--- src/rtl/esr_pkg.sv ---
// Package: shared constants and state types for the event timestamp recorder.
// Assumes a 32-bit record word; the top bitmap bit is reserved for errors.
package esr_pkg;
    localparam int WORD_W = 32;
    localparam int EV_CH  = WORD_W - 1;
    localparam int SEL_W  = $clog2(WORD_W);

    typedef enum logic [1:0] {
        ST_IDLE = 2'd0,
        ST_RUN  = 2'd1,
        ST_HALT = 2'd2
    } run_state_t;

    typedef enum logic [1:0] {
        PH_NONE = 2'd0,
        PH_TIME = 2'd1,
        PH_MAP  = 2'd2
    } wr_phase_t;
endpackage

--- src/rtl/esr_sync.sv ---
// Module: two-flop synchronizer for a vector of asynchronous inputs.
// Assumes each bit is an independent level; no multi-bit coherence is implied.
module esr_sync #(
    parameter int W = 31
) (
    input  logic         clk,
    input  logic         rst_n,
    input  logic [W-1:0] d_i,
    output logic [W-1:0] q_o
);
    logic [W-1:0] meta_q;
    logic [W-1:0] sync_q;

    // Two register stages to settle asynchronous inputs.
    always_ff @(posedge clk) begin
        if (!rst_n) begin
            meta_q <= '0;
            sync_q <= '0;
        end else begin
            meta_q <= d_i;
            sync_q <= meta_q;
        end
    end

    assign q_o = sync_q;
endmodule

--- src/rtl/esr_timer.sv ---
// Module: tick-driven time counter with hold and synchronous clear.
// Assumes clr_i matters only on a tick; wraps naturally past all-ones.
module esr_timer #(
    parameter int TS_W = 32
) (
    input  logic            clk,
    input  logic            rst_n,
    input  logic            tick_i,
    input  logic            hold_i,
    input  logic            clr_i,
    output logic [TS_W-1:0] count_o
);
    logic [TS_W-1:0] count_q;

    // Hold at zero while idle, otherwise count or clear on each tick.
    always_ff @(posedge clk) begin
        if (!rst_n || hold_i) begin
            count_q <= '0;
        end else if (tick_i) begin
            if (clr_i) count_q <= '0;
            else       count_q <= count_q + 1'b1;
        end
    end

    assign count_o = count_q;

    p_wrap_r2: assert property (@(posedge clk) disable iff (!rst_n)
        (tick_i && !hold_i && !clr_i && count_q == {TS_W{1'b1}}) |=> (count_q == '0))
        else $error("timer did not wrap to zero");
endmodule

--- src/rtl/esr_fifo.sv ---
// Module: word buffer with show-ahead read and a fill level.
// Assumes DEPTH is a power of two and the writer never writes when full.
module esr_fifo #(
    parameter int DEPTH = 64,
    parameter int W     = 32
) (
    input  logic                       clk,
    input  logic                       rst_n,
    input  logic                       wr_en_i,
    input  logic [W-1:0]               wr_data_i,
    input  logic                       rd_en_i,
    output logic [W-1:0]               rd_data_o,
    output logic                       empty_o,
    output logic [$clog2(DEPTH+1)-1:0] level_o
);
    localparam int PTR_W = $clog2(DEPTH);
    localparam int LVL_W = $clog2(DEPTH + 1);

    logic [W-1:0]     mem_q [DEPTH];
    logic [PTR_W-1:0] wptr_q;
    logic [PTR_W-1:0] rptr_q;
    logic [LVL_W-1:0] level_q;
    logic             do_rd;
    logic             full;

    assign full  = (level_q == LVL_W'(DEPTH));
    assign do_rd = rd_en_i && (level_q != '0);

    // Store incoming words.
    always_ff @(posedge clk) begin
        if (wr_en_i) mem_q[wptr_q] <= wr_data_i;
    end

    // Advance pointers and track the fill level.
    always_ff @(posedge clk) begin
        if (!rst_n) begin
            wptr_q  <= '0;
            rptr_q  <= '0;
            level_q <= '0;
        end else begin
            if (wr_en_i) wptr_q <= wptr_q + 1'b1;
            if (do_rd)   rptr_q <= rptr_q + 1'b1;
            level_q <= level_q + LVL_W'(wr_en_i) - LVL_W'(do_rd);
        end
    end

    assign rd_data_o = mem_q[rptr_q];
    assign empty_o   = (level_q == '0);
    assign level_o   = level_q;

    p_no_overflow_r6: assert property (@(posedge clk) disable iff (!rst_n)
        wr_en_i |-> !full)
        else $error("write into full buffer");

    p_level_bound_r9: assert property (@(posedge clk) disable iff (!rst_n)
        level_q <= LVL_W'(DEPTH))
        else $error("level above depth");
endmodule

--- src/rtl/evt_stamp_rec.sv ---
// Module: multi-channel event timestamp recorder (top).
// Synchronizes inputs, detects rising edges on each tick, and writes
// {time, bitmap} records into the buffer. It also handles repetition
// resets and overflow policy.
// Assumes tick_i pulses are at least three clocks apart, so a record's
// two writes finish before the next tick.
module evt_stamp_rec #(
    parameter int DEPTH = 64,
    parameter int TS_W  = 32
) (
    input  logic                             clk,
    input  logic                             rst_n,
    input  logic                             tick_i,
    input  logic                             start_i,
    input  logic                             ovf_halt_i,
    input  logic [$clog2(esr_pkg::WORD_W)-1:0] rep_sel_i,
    input  logic [esr_pkg::WORD_W-2:0]       ch_i,
    input  logic                             rd_en_i,
    output logic [esr_pkg::WORD_W-1:0]       rd_data_o,
    output logic                             empty_o,
    output logic [$clog2(DEPTH+1)-1:0]       level_o,
    output logic                             running_o,
    output logic                             halted_o,
    output logic                             ovf_pend_o
);
    import esr_pkg::*;

    localparam int LVL_W = $clog2(DEPTH + 1);

    logic [EV_CH-1:0]  ch_s;
    logic [EV_CH-1:0]  prev_q;
    logic [EV_CH-1:0]  rise;
    logic              any_rise;
    logic              rep_hit;
    logic              room;
    logic [TS_W-1:0]   tmr_cnt;
    run_state_t        state_q;
    wr_phase_t         phase_q;
    logic [WORD_W-1:0] map_q;
    logic              ovf_q;
    logic              buf_wr;
    logic [WORD_W-1:0] buf_wdata;
    logic              accept;

    esr_sync #(.W(EV_CH)) u_sync (
        .clk   (clk),
        .rst_n (rst_n),
        .d_i   (ch_i),
        .q_o   (ch_s)
    );

    // Rising edges since the previous tick.
    assign rise     = ch_s & ~prev_q;
    assign any_rise = |rise;

    // Select the repetition channel's edge; out-of-range select disables it.
    always_comb begin
        rep_hit = 1'b0;
        for (int i = 0; i < EV_CH; i++) begin
            if (rep_sel_i == SEL_W'(i) && rise[i]) rep_hit = 1'b1;
        end
    end

    esr_timer #(.TS_W(TS_W)) u_timer (
        .clk     (clk),
        .rst_n   (rst_n),
        .tick_i  (tick_i),
        .hold_i  (state_q == ST_IDLE),
        .clr_i   (rep_hit),
        .count_o (tmr_cnt)
    );

    // Room for a whole record: two free words.
    assign room   = (level_o <= LVL_W'(DEPTH - 2));
    assign accept = tick_i && (state_q == ST_RUN) && any_rise && room;

    // Remember the level seen at each tick for edge detection.
    always_ff @(posedge clk) begin
        if (!rst_n)      prev_q <= '0;
        else if (tick_i) prev_q <= ch_s;
    end

    // Run state, overflow flag and record capture.
    always_ff @(posedge clk) begin
        if (!rst_n) begin
            state_q <= ST_IDLE;
            ovf_q   <= 1'b0;
            map_q   <= '0;
        end else begin
            case (state_q)
                ST_IDLE: if (start_i) state_q <= ST_RUN;
                ST_HALT: if (start_i) state_q <= ST_RUN;
                default: begin
                    if (tick_i && any_rise) begin
                        if (room) begin
                            map_q <= {ovf_q, rise};
                            ovf_q <= 1'b0;
                        end else begin
                            ovf_q <= 1'b1;
                            if (ovf_halt_i) state_q <= ST_HALT;
                        end
                    end
                end
            endcase
        end
    end

    // Write sequencer: time word, then bitmap word.
    always_ff @(posedge clk) begin
        if (!rst_n) begin
            phase_q <= PH_NONE;
        end else begin
            case (phase_q)
                PH_TIME: phase_q <= PH_MAP;
                PH_MAP:  phase_q <= PH_NONE;
                default: if (accept) phase_q <= PH_TIME;
            endcase
        end
    end

    // Drive the buffer write port from the sequencer phase.
    always_comb begin
        buf_wr    = (phase_q != PH_NONE);
        buf_wdata = (phase_q == PH_TIME) ? WORD_W'(tmr_cnt) : map_q;
    end

    esr_fifo #(.DEPTH(DEPTH), .W(WORD_W)) u_fifo (
        .clk       (clk),
        .rst_n     (rst_n),
        .wr_en_i   (buf_wr),
        .wr_data_i (buf_wdata),
        .rd_en_i   (rd_en_i),
        .rd_data_o (rd_data_o),
        .empty_o   (empty_o),
        .level_o   (level_o)
    );

    assign running_o  = (state_q == ST_RUN);
    assign halted_o   = (state_q == ST_HALT);
    assign ovf_pend_o = ovf_q;

    p_tick_gap_r4: assert property (@(posedge clk) disable iff (!rst_n)
        tick_i |=> (!tick_i ##1 !tick_i))
        else $error("ticks closer than three clocks");

    p_pair_r4: assert property (@(posedge clk) disable iff (!rst_n)
        (phase_q == PH_TIME) |=> (buf_wr && phase_q == PH_MAP))
        else $error("time word not followed by bitmap word");

    p_idle_quiet_r10: assert property (@(posedge clk) disable iff (!rst_n)
        (state_q == ST_IDLE && $past(state_q) == ST_IDLE) |-> !buf_wr)
        else $error("write while idle");

    p_halt_quiet_r8: assert property (@(posedge clk) disable iff (!rst_n)
        (halted_o && $past(halted_o)) |-> !buf_wr)
        else $error("write while halted");
endmodule

--- config.mk ---
export PLATFORM = sky130hd
export DESIGN_NAME = evt_stamp_rec
export DESIGN_NICKNAME = d
export VERILOG_FILES = /design/src/rtl/esr_pkg.sv /design/src/rtl/esr_sync.sv /design/src/rtl/esr_timer.sv /design/src/rtl/esr_fifo.sv /design/src/rtl/evt_stamp_rec.sv
export SDC_FILE = /design/constraint.sdc
export NUM_CORES = 2
export LEC_CHECK = 0
export CORE_MARGIN = 5
export CORE_UTILIZATION = 50
export DETAILED_ROUTE_END_ITERATION = 16
export DONT_BUFFER_PORTS = 1
export GPL_ROUTABILITY_DRIVEN = 1
export PLACE_DENSITY_LB_ADDON = 0.1
export SLEW_MARGIN = 20
export SYNTH_ARGS = -nofsm -noshare
export SYNTH_HDL_FRONTEND = slang
export SYNTH_HIERARCHICAL = 1
export SYNTH_SLANG_ARGS = --single-unit
export TNS_END_PERCENT = 5
--- constraint.sdc ---
create_clock -name clk -period 4.25 [get_ports clk]
set_clock_uncertainty 0.1 [all_clocks]
set_input_delay 1.275 -clock clk [delete_from_list [all_inputs] [get_ports clk]]
set_output_delay 1.275 -clock clk [all_outputs]
set_load 0.05 [all_outputs]
======== Word level (Yosys, flattened, before mapping) ========
Memory sizes are Yosys's and may differ from the RTL's. A register that Yosys moved wholly into a read port is not among the register bits.
Cells that the tools add are included.
word-level totals
  flip-flop bits (word level) ............. 181
  bits in writable memories ............... 2,048
  input bits .............................. 42
  output and inout bits ................... 43
  logic and storage cells ................. 153
  memories kept ........................... 1
memories
  memory        words  bits a word  read ports  clocked after memory_dff  write ports  RTL line        RTL
  u_fifo.mem_q  64     32           1           1                         1            esr_fifo.sv:19  logic [W-1:0] mem_q [DEPTH];
operators by class
  add/sub/neg operators ................... 5
  $lt $le $gt $ge ......................... 1
  eq/ne operators ......................... 36
  mux-type cells .......................... 45
  bitwise gates (word level) .............. 3
  reductions and logical operators ........ 51
operators with widths
  cell                                                                    count
  5-bit equality test (second input constant)                             15
  32-bit two-way mux                                                      2
  5-bit by 4-bit equality test with 1-bit output (second input constant)  8
  1-bit logical AND                                                       36
  1-bit two-way mux                                                       34
  32-bit by 1-bit adder with 32-bit output (second input constant)        1
  31-bit bitwise AND                                                      1
  31-bit inverter                                                         1
  31-bit OR reduction                                                     1
  5-bit by 3-bit equality test with 1-bit output (second input constant)  4
  6-bit by 1-bit adder with 6-bit output (second input constant)          2
  2-bit two-way mux                                                       6
  6-bit two-way mux                                                       2
  5-bit by 2-bit equality test with 1-bit output (second input constant)  2
  7-bit by 1-bit adder with 7-bit output                                  1
  7-bit by 6-bit <= comparator with 1-bit output (second input constant)  1
  7-bit zero test                                                         1
  7-bit nonzero test                                                      1
  7-bit by 1-bit subtractor with 7-bit output                             1
  2-bit nonzero test                                                      3
  5-bit by 1-bit equality test with 1-bit output (second input constant)  1
  5-bit zero test                                                         1
  2-bit by 1-bit equality test with 1-bit output (second input constant)  2
  2-bit equality test (second input constant)                             2
  other kinds (12)                                                        12

======== Depth between registers and ports, before layout ========
  depth after elaboration ................. 35
  gate-level depth with buffers ........... 16
  gate-level depth less buffers ........... 15

======== Cells and area by module ========
Netlist, hierarchy kept.
by module, submodules not included
  module         instances  cells an instance  area each (um^2)  seq. area each (um^2)
  esr_fifo       1          3,508              78,835.6          61,999.5
  evt_stamp_rec  1          422                3,668.5           1,361.3
  esr_sync       1          130                1,736.7           1,241.2
  esr_timer      1          173                1,520.2           640.6

======== Least setup slack after synthesis ========
OpenSTA, ideal clock, no wires.
  path type ............................... register to register
  start point ............................. register phase_q[1]
  end point ............................... memory u_fifo.mem_q[0][0] (data pin)
  setup time .............................. 0.702 ns
  arrival time ............................ 3.410 ns
  data required time ...................... 3.448 ns
  setup slack ............................. 0.038 ns
  stages on the path, launching flop included .. 6
  buffers on the path ..................... 2
  period minus slack after synthesis ...... 4.212 ns
  cell sequence ........................... dfxtp_1 > inv_1 > ha_1 > clkbuf_1 > clkbuf_1 > o21ai_0
between the ends
  word-level cells in the longest chain between the ends .. 2
ends and longest elaborated chain
  element                                         RTL line              RTL
  start, declared                                 evt_stamp_rec.sv:38   wr_phase_t phase_q;
  start signal, assigned                          evt_stamp_rec.sv:111  phase_q <= PH_NONE;
  start signal, assigned                          evt_stamp_rec.sv:114  PH_TIME: phase_q <= PH_MAP;
  start signal, assigned                          evt_stamp_rec.sv:115  PH_MAP: phase_q <= PH_NONE;
  2-bit by 1-bit equality test with 1-bit output  evt_stamp_rec.sv:124  buf_wdata = (phase_q == PH_TIME) ? WORD_W'(tmr_cnt) : map_q;
  32-bit two-way mux                              evt_stamp_rec.sv:124
  via buf_wdata[0]                                evt_stamp_rec.sv:42   logic [WORD_W-1:0] buf_wdata;
  end, declared                                   esr_fifo.sv:19
The timed path passes the listed nets, and every way through them passes these cells.

==> impl_metrics.toml <==
[grt]
grt_usage_pct = 25.36
first_global_vias = 43670
first_pass_grt_wire_length_mm = 323.9
grt_antenna_before_repair = 2
grt_remaining_overflow = 0
grt_start_max_net_pins = 89

[cells_and_area]
nNetsFinal = 4665
mostFrequentLayoutCell = "sky130_fd_sc_hd__edfxtp_1"
share_of_layout_cells_above_drive_strength_1_pct = 31.34
finish.cell_count_without_fillers = 7024
flow.area_growth_from_synthesis_pct = 17.04
postLayoutCoreUtil_pct = 58.64
mostFrequentLayoutCells = "sky130_fd_sc_hd__edfxtp_1 (2,048), sky130_fd_sc_hd__mux4_2 (501), sky130_fd_sc_hd__buf_4 (227)"

[worst_setup_path]
worst_ep_arrival_time_ps = 3430
setup.worst_path.start_class = "flip-flop"
critical_path_class = "reg2out"
reg2reg_from = "u_fifo/level_o[0]"
cp_max_fo = 6
end_kind = "output pin"
critPathRequiredTime_ps = 2870

[sta]
grt_setup_unrepaired = "true"
timing.final.crit_period_ps = 4804
setup_tns_ps = -14520
slack_of_the_critical_path_ps = -554.2
finalHoldViolations = 0
timing.final.crit_share_pct = 113.0
final_max_slew_viol_count = 0
timing_worst_slew_pin_value_ps = 1029
max_clock_freq_mhz = 208.1
timing.slew.headroom_pct = 31.14
setup-violations-final = 32

[power_and_ir_drop]
p_seq_share_pct = 46.5
cellInternalPower_mw = 39.18
power_leakage_nw = 32.63
power.combinational.fraction_pct = 18.3
p_switching_mw = 13.04
proportion_of_power_drawn_by_the_clock_network_pct = 35.2
switching_share_pct = 24.98
cellPowerDensity_nw_per_um2 = 520.3
ir_worst_vdd_mv = 0.4474

[die]
floorplan.core_area_um2 = 171200
die_width_um = 424.2
die_y_um = 424.2
rows = 152
top_level_ports = 85
die_area_um2 = 179900
initial_core_util_pct = 50.10

[route]
detailedRoute.firstPassIterationCount = 5
routed-via-count = 43650
wire_per_inst_um = 32.24
first_iter_violations = 4982
remaining_design_rule_violation_count = 0
ant_nets = 0
route.detailed.vias_per_inst = 6.214
finalWirelength_mm = 226.4

[clocking]
h_tree_levels = 4
cts_buffers = 222
maximum_clock_path_buffer_count = 3
cts_root_buf = "sky130_fd_sc_hd__clkbuf_16"
tritoncts = "yes"
cts.sinks = 2235
clkSlewWorstSetupHoldPaths_ps = 60
worst_skew_pair.late_latency_ps = 860

[synth]
async_flop_share_pct = 0
fraction_of_post_synthesis_cell_area_in_the_top_cell_type_by_area_pct = 71.71
synth.distinct_cells = 70
synth_ff_type = "sky130_fd_sc_hd__edfxtp_1"
syn-instance-count = 4233
mapped_area_um2 = 85760
synth_top_cell_by_area = "sky130_fd_sc_hd__edfxtp_1"
synth-seq-cells = 2235
synth.net_count = 4291
synth_edf_count = 2048
syn_area_per_cell_um2 = 20.26
synth.top_cells.by_area = "sky130_fd_sc_hd__edfxtp_1 (72%), sky130_fd_sc_hd__mux4_2 (13%), sky130_fd_sc_hd__dfxtp_1 (4.4%)"
yosys_warnings = 6
ys_seq_area_share_pct = 76.07

[outcome]
status = "finished with violations"
failing_checks = "setup timing"

[placement]
numPortBuffers = 0
placed_instances = 6561
dp_hpwl_mm = 128.8
place.gp.congestion = 0.7770
dp_slack_ps = -23.73

[min_path]
hold_path.class = "reg2reg"
timing.hold.worst.start = "u_sync/meta_q[22]"

[flow_run]
max_cap_violations = 0
[synth_stat cells, types with 7 or more instances]
| cell type | instances |
|---|---|
| sky130_fd_sc_hd__a211o_1 | 17 |
| sky130_fd_sc_hd__a211oi_1 | 12 |
| sky130_fd_sc_hd__a21oi_1 | 38 |
| sky130_fd_sc_hd__a22oi_1 | 54 |
| sky130_fd_sc_hd__and2_1 | 23 |
| sky130_fd_sc_hd__and2_2 | 62 |
| sky130_fd_sc_hd__and3_1 | 35 |
| sky130_fd_sc_hd__buf_1 | 15 |
| sky130_fd_sc_hd__buf_2 | 58 |
| sky130_fd_sc_hd__buf_4 | 20 |
| sky130_fd_sc_hd__buf_6 | 8 |
| sky130_fd_sc_hd__clkbuf_1 | 128 |
| sky130_fd_sc_hd__clkbuf_2 | 7 |
| sky130_fd_sc_hd__dfxtp_1 | 187 |
| sky130_fd_sc_hd__edfxtp_1 | 2048 |
| sky130_fd_sc_hd__ha_1 | 15 |
| sky130_fd_sc_hd__inv_1 | 44 |
| sky130_fd_sc_hd__mux2_2 | 20 |
| sky130_fd_sc_hd__mux2_4 | 15 |
| sky130_fd_sc_hd__mux2i_1 | 108 |
| sky130_fd_sc_hd__mux4_2 | 501 |
| sky130_fd_sc_hd__nand2_1 | 125 |
| sky130_fd_sc_hd__nand2b_1 | 37 |
| sky130_fd_sc_hd__nand3_1 | 76 |
| sky130_fd_sc_hd__nand4_1 | 61 |
| sky130_fd_sc_hd__nor2_1 | 163 |
| sky130_fd_sc_hd__nor2_2 | 13 |
| sky130_fd_sc_hd__nor2b_1 | 29 |
| sky130_fd_sc_hd__nor3_1 | 16 |
| sky130_fd_sc_hd__nor4_1 | 8 |
| sky130_fd_sc_hd__o21ai_0 | 53 |
| sky130_fd_sc_hd__o221ai_1 | 36 |
| sky130_fd_sc_hd__o22ai_1 | 73 |
| sky130_fd_sc_hd__o31ai_1 | 13 |
| sky130_fd_sc_hd__or2_2 | 8 |
| sky130_fd_sc_hd__or3_1 | 8 |
| sky130_fd_sc_hd__or4_1 | 15 |
| sky130_fd_sc_hd__xnor2_1 | 17 |
| sky130_fd_sc_hd__xor2_1 | 10 |
[what timing repair did]
| action | CTS | global route |
|---|---|---|
| pin swaps | 23 | 13 |
| resized for setup | 156 | 46 |
| buffers inserted | 41 | 2 |
| cloned | 11 | 0 |
| hold buffers | 0 | 0 |
| setup endpoints to repair | 32 | 32 |
[layer usage]
layer | track usage, % | share of wire (%) | up-vias
met2 | 40.47 | 48 | 1740
met4 | 6.545 | 2.5 | 2
met3 | 5.616 | 8.4 | 346
li1 | - | - | 18200
met1 | 36.00 | 41 | 23350
met5 | 0 | 0.054 | -
[logic make-up (layout without fill, tap and decap cells)]
| family | count (synthesis) | count (layout) | synth area share [%] |
|---|---|---|---|
| other | 0 | 2 | 0 |
| AO/OA/AOI/OAI | 324 | 324 | 2.558 |
| AND/OR/NAND/NOR | 703 | 703 | 4.386 |
| XOR/XNOR | 27 | 27 | 0.2757 |
| buffers and inverters | 281 | 837 | 1.482 |
| multiplexers | 647 | 647 | 14.98 |
| flip-flops | 2235 | 2235 | 76.07 |
| adder cells (fa/ha/maj) | 16 | 16 | 0.2422 |
[power groups by stage]
stage / logic (mW) / clock network, mW / registers, mW
after floorplan: 5.52 / 0 / 24.8
after global placement: 8.58 / 0 / 24.8
after detailed placement: 8.60 / 0 / 24.8
after CTS: 9.60 / 18.7 / 24.3
after global routing: 10.1 / 19.7 / 24.3
final: 9.57 / 18.4 / 24.3
[sequential cells by signal, indices dropped and copies added (netlist names), named ones only]
register / count
map_q: 32
ovf_pend_o: 1
phase_q: 2
prev_q: 31
state_q: 2
u_fifo/level_o: 7
u_fifo/mem_q: 2048
u_fifo/rptr_q: 6
u_fifo/wptr_q: 6
u_sync/meta_q: 31
u_sync/q_o: 31
u_timer/count_o: 32
[critical path, stage by stage (launching register included)]
cell and delay, ps:
sky130_fd_sc_hd__dfxtp_4 410, sky130_fd_sc_hd__buf_12 130, sky130_fd_sc_hd__buf_12 120, sky130_fd_sc_hd__buf_16 150, sky130_fd_sc_hd__mux4_2 510, sky130_fd_sc_hd__mux4_2 460, sky130_fd_sc_hd__mux2_4 370, sky130_fd_sc_hd__o22a_4 260
sky130_fd_sc_hd__buf_12 150
[metrics by stage]
stage | power [mW] | area, um^2 | hold WS, ps
after global routing | 54.08 | 100400 | 353.4
after CTS | 52.58 | 100100 | 347.9
after global placement | 33.34 | 91930 | 329.4
final | 52.22 | 100400 | 345.6
after detailed placement | 33.37 | 91950 | 331.9
after floorplan | 30.28 | 85760 | 326.3
[layout make-up]
cell class	count	area, um^2
Fill cell	12460	70790
Sequential cell	2235	65260
Multi-Input combinational cell	1717	20490
Clock buffer	291	5921
Timing Repair Buffer	386	4858
Tap cell	2233	2794
Clock inverter	115	882.1
Inverter	45	168.9
Antenna cell	2	5.005
[final timing paths]
| path | slack (ps) | depth (start not counted) | to |
|---|---|---|---|
| max | -550 | 8 | rd_data_o[4] |
| min | 350 | 1 | u_sync/q_o[22] |
| max reg2reg | 920 | 14 | u_fifo/level_o[6] |
| min reg2reg | 350 | 1 | u_sync/q_o[22] |
(Power assumes the default switching activity.)
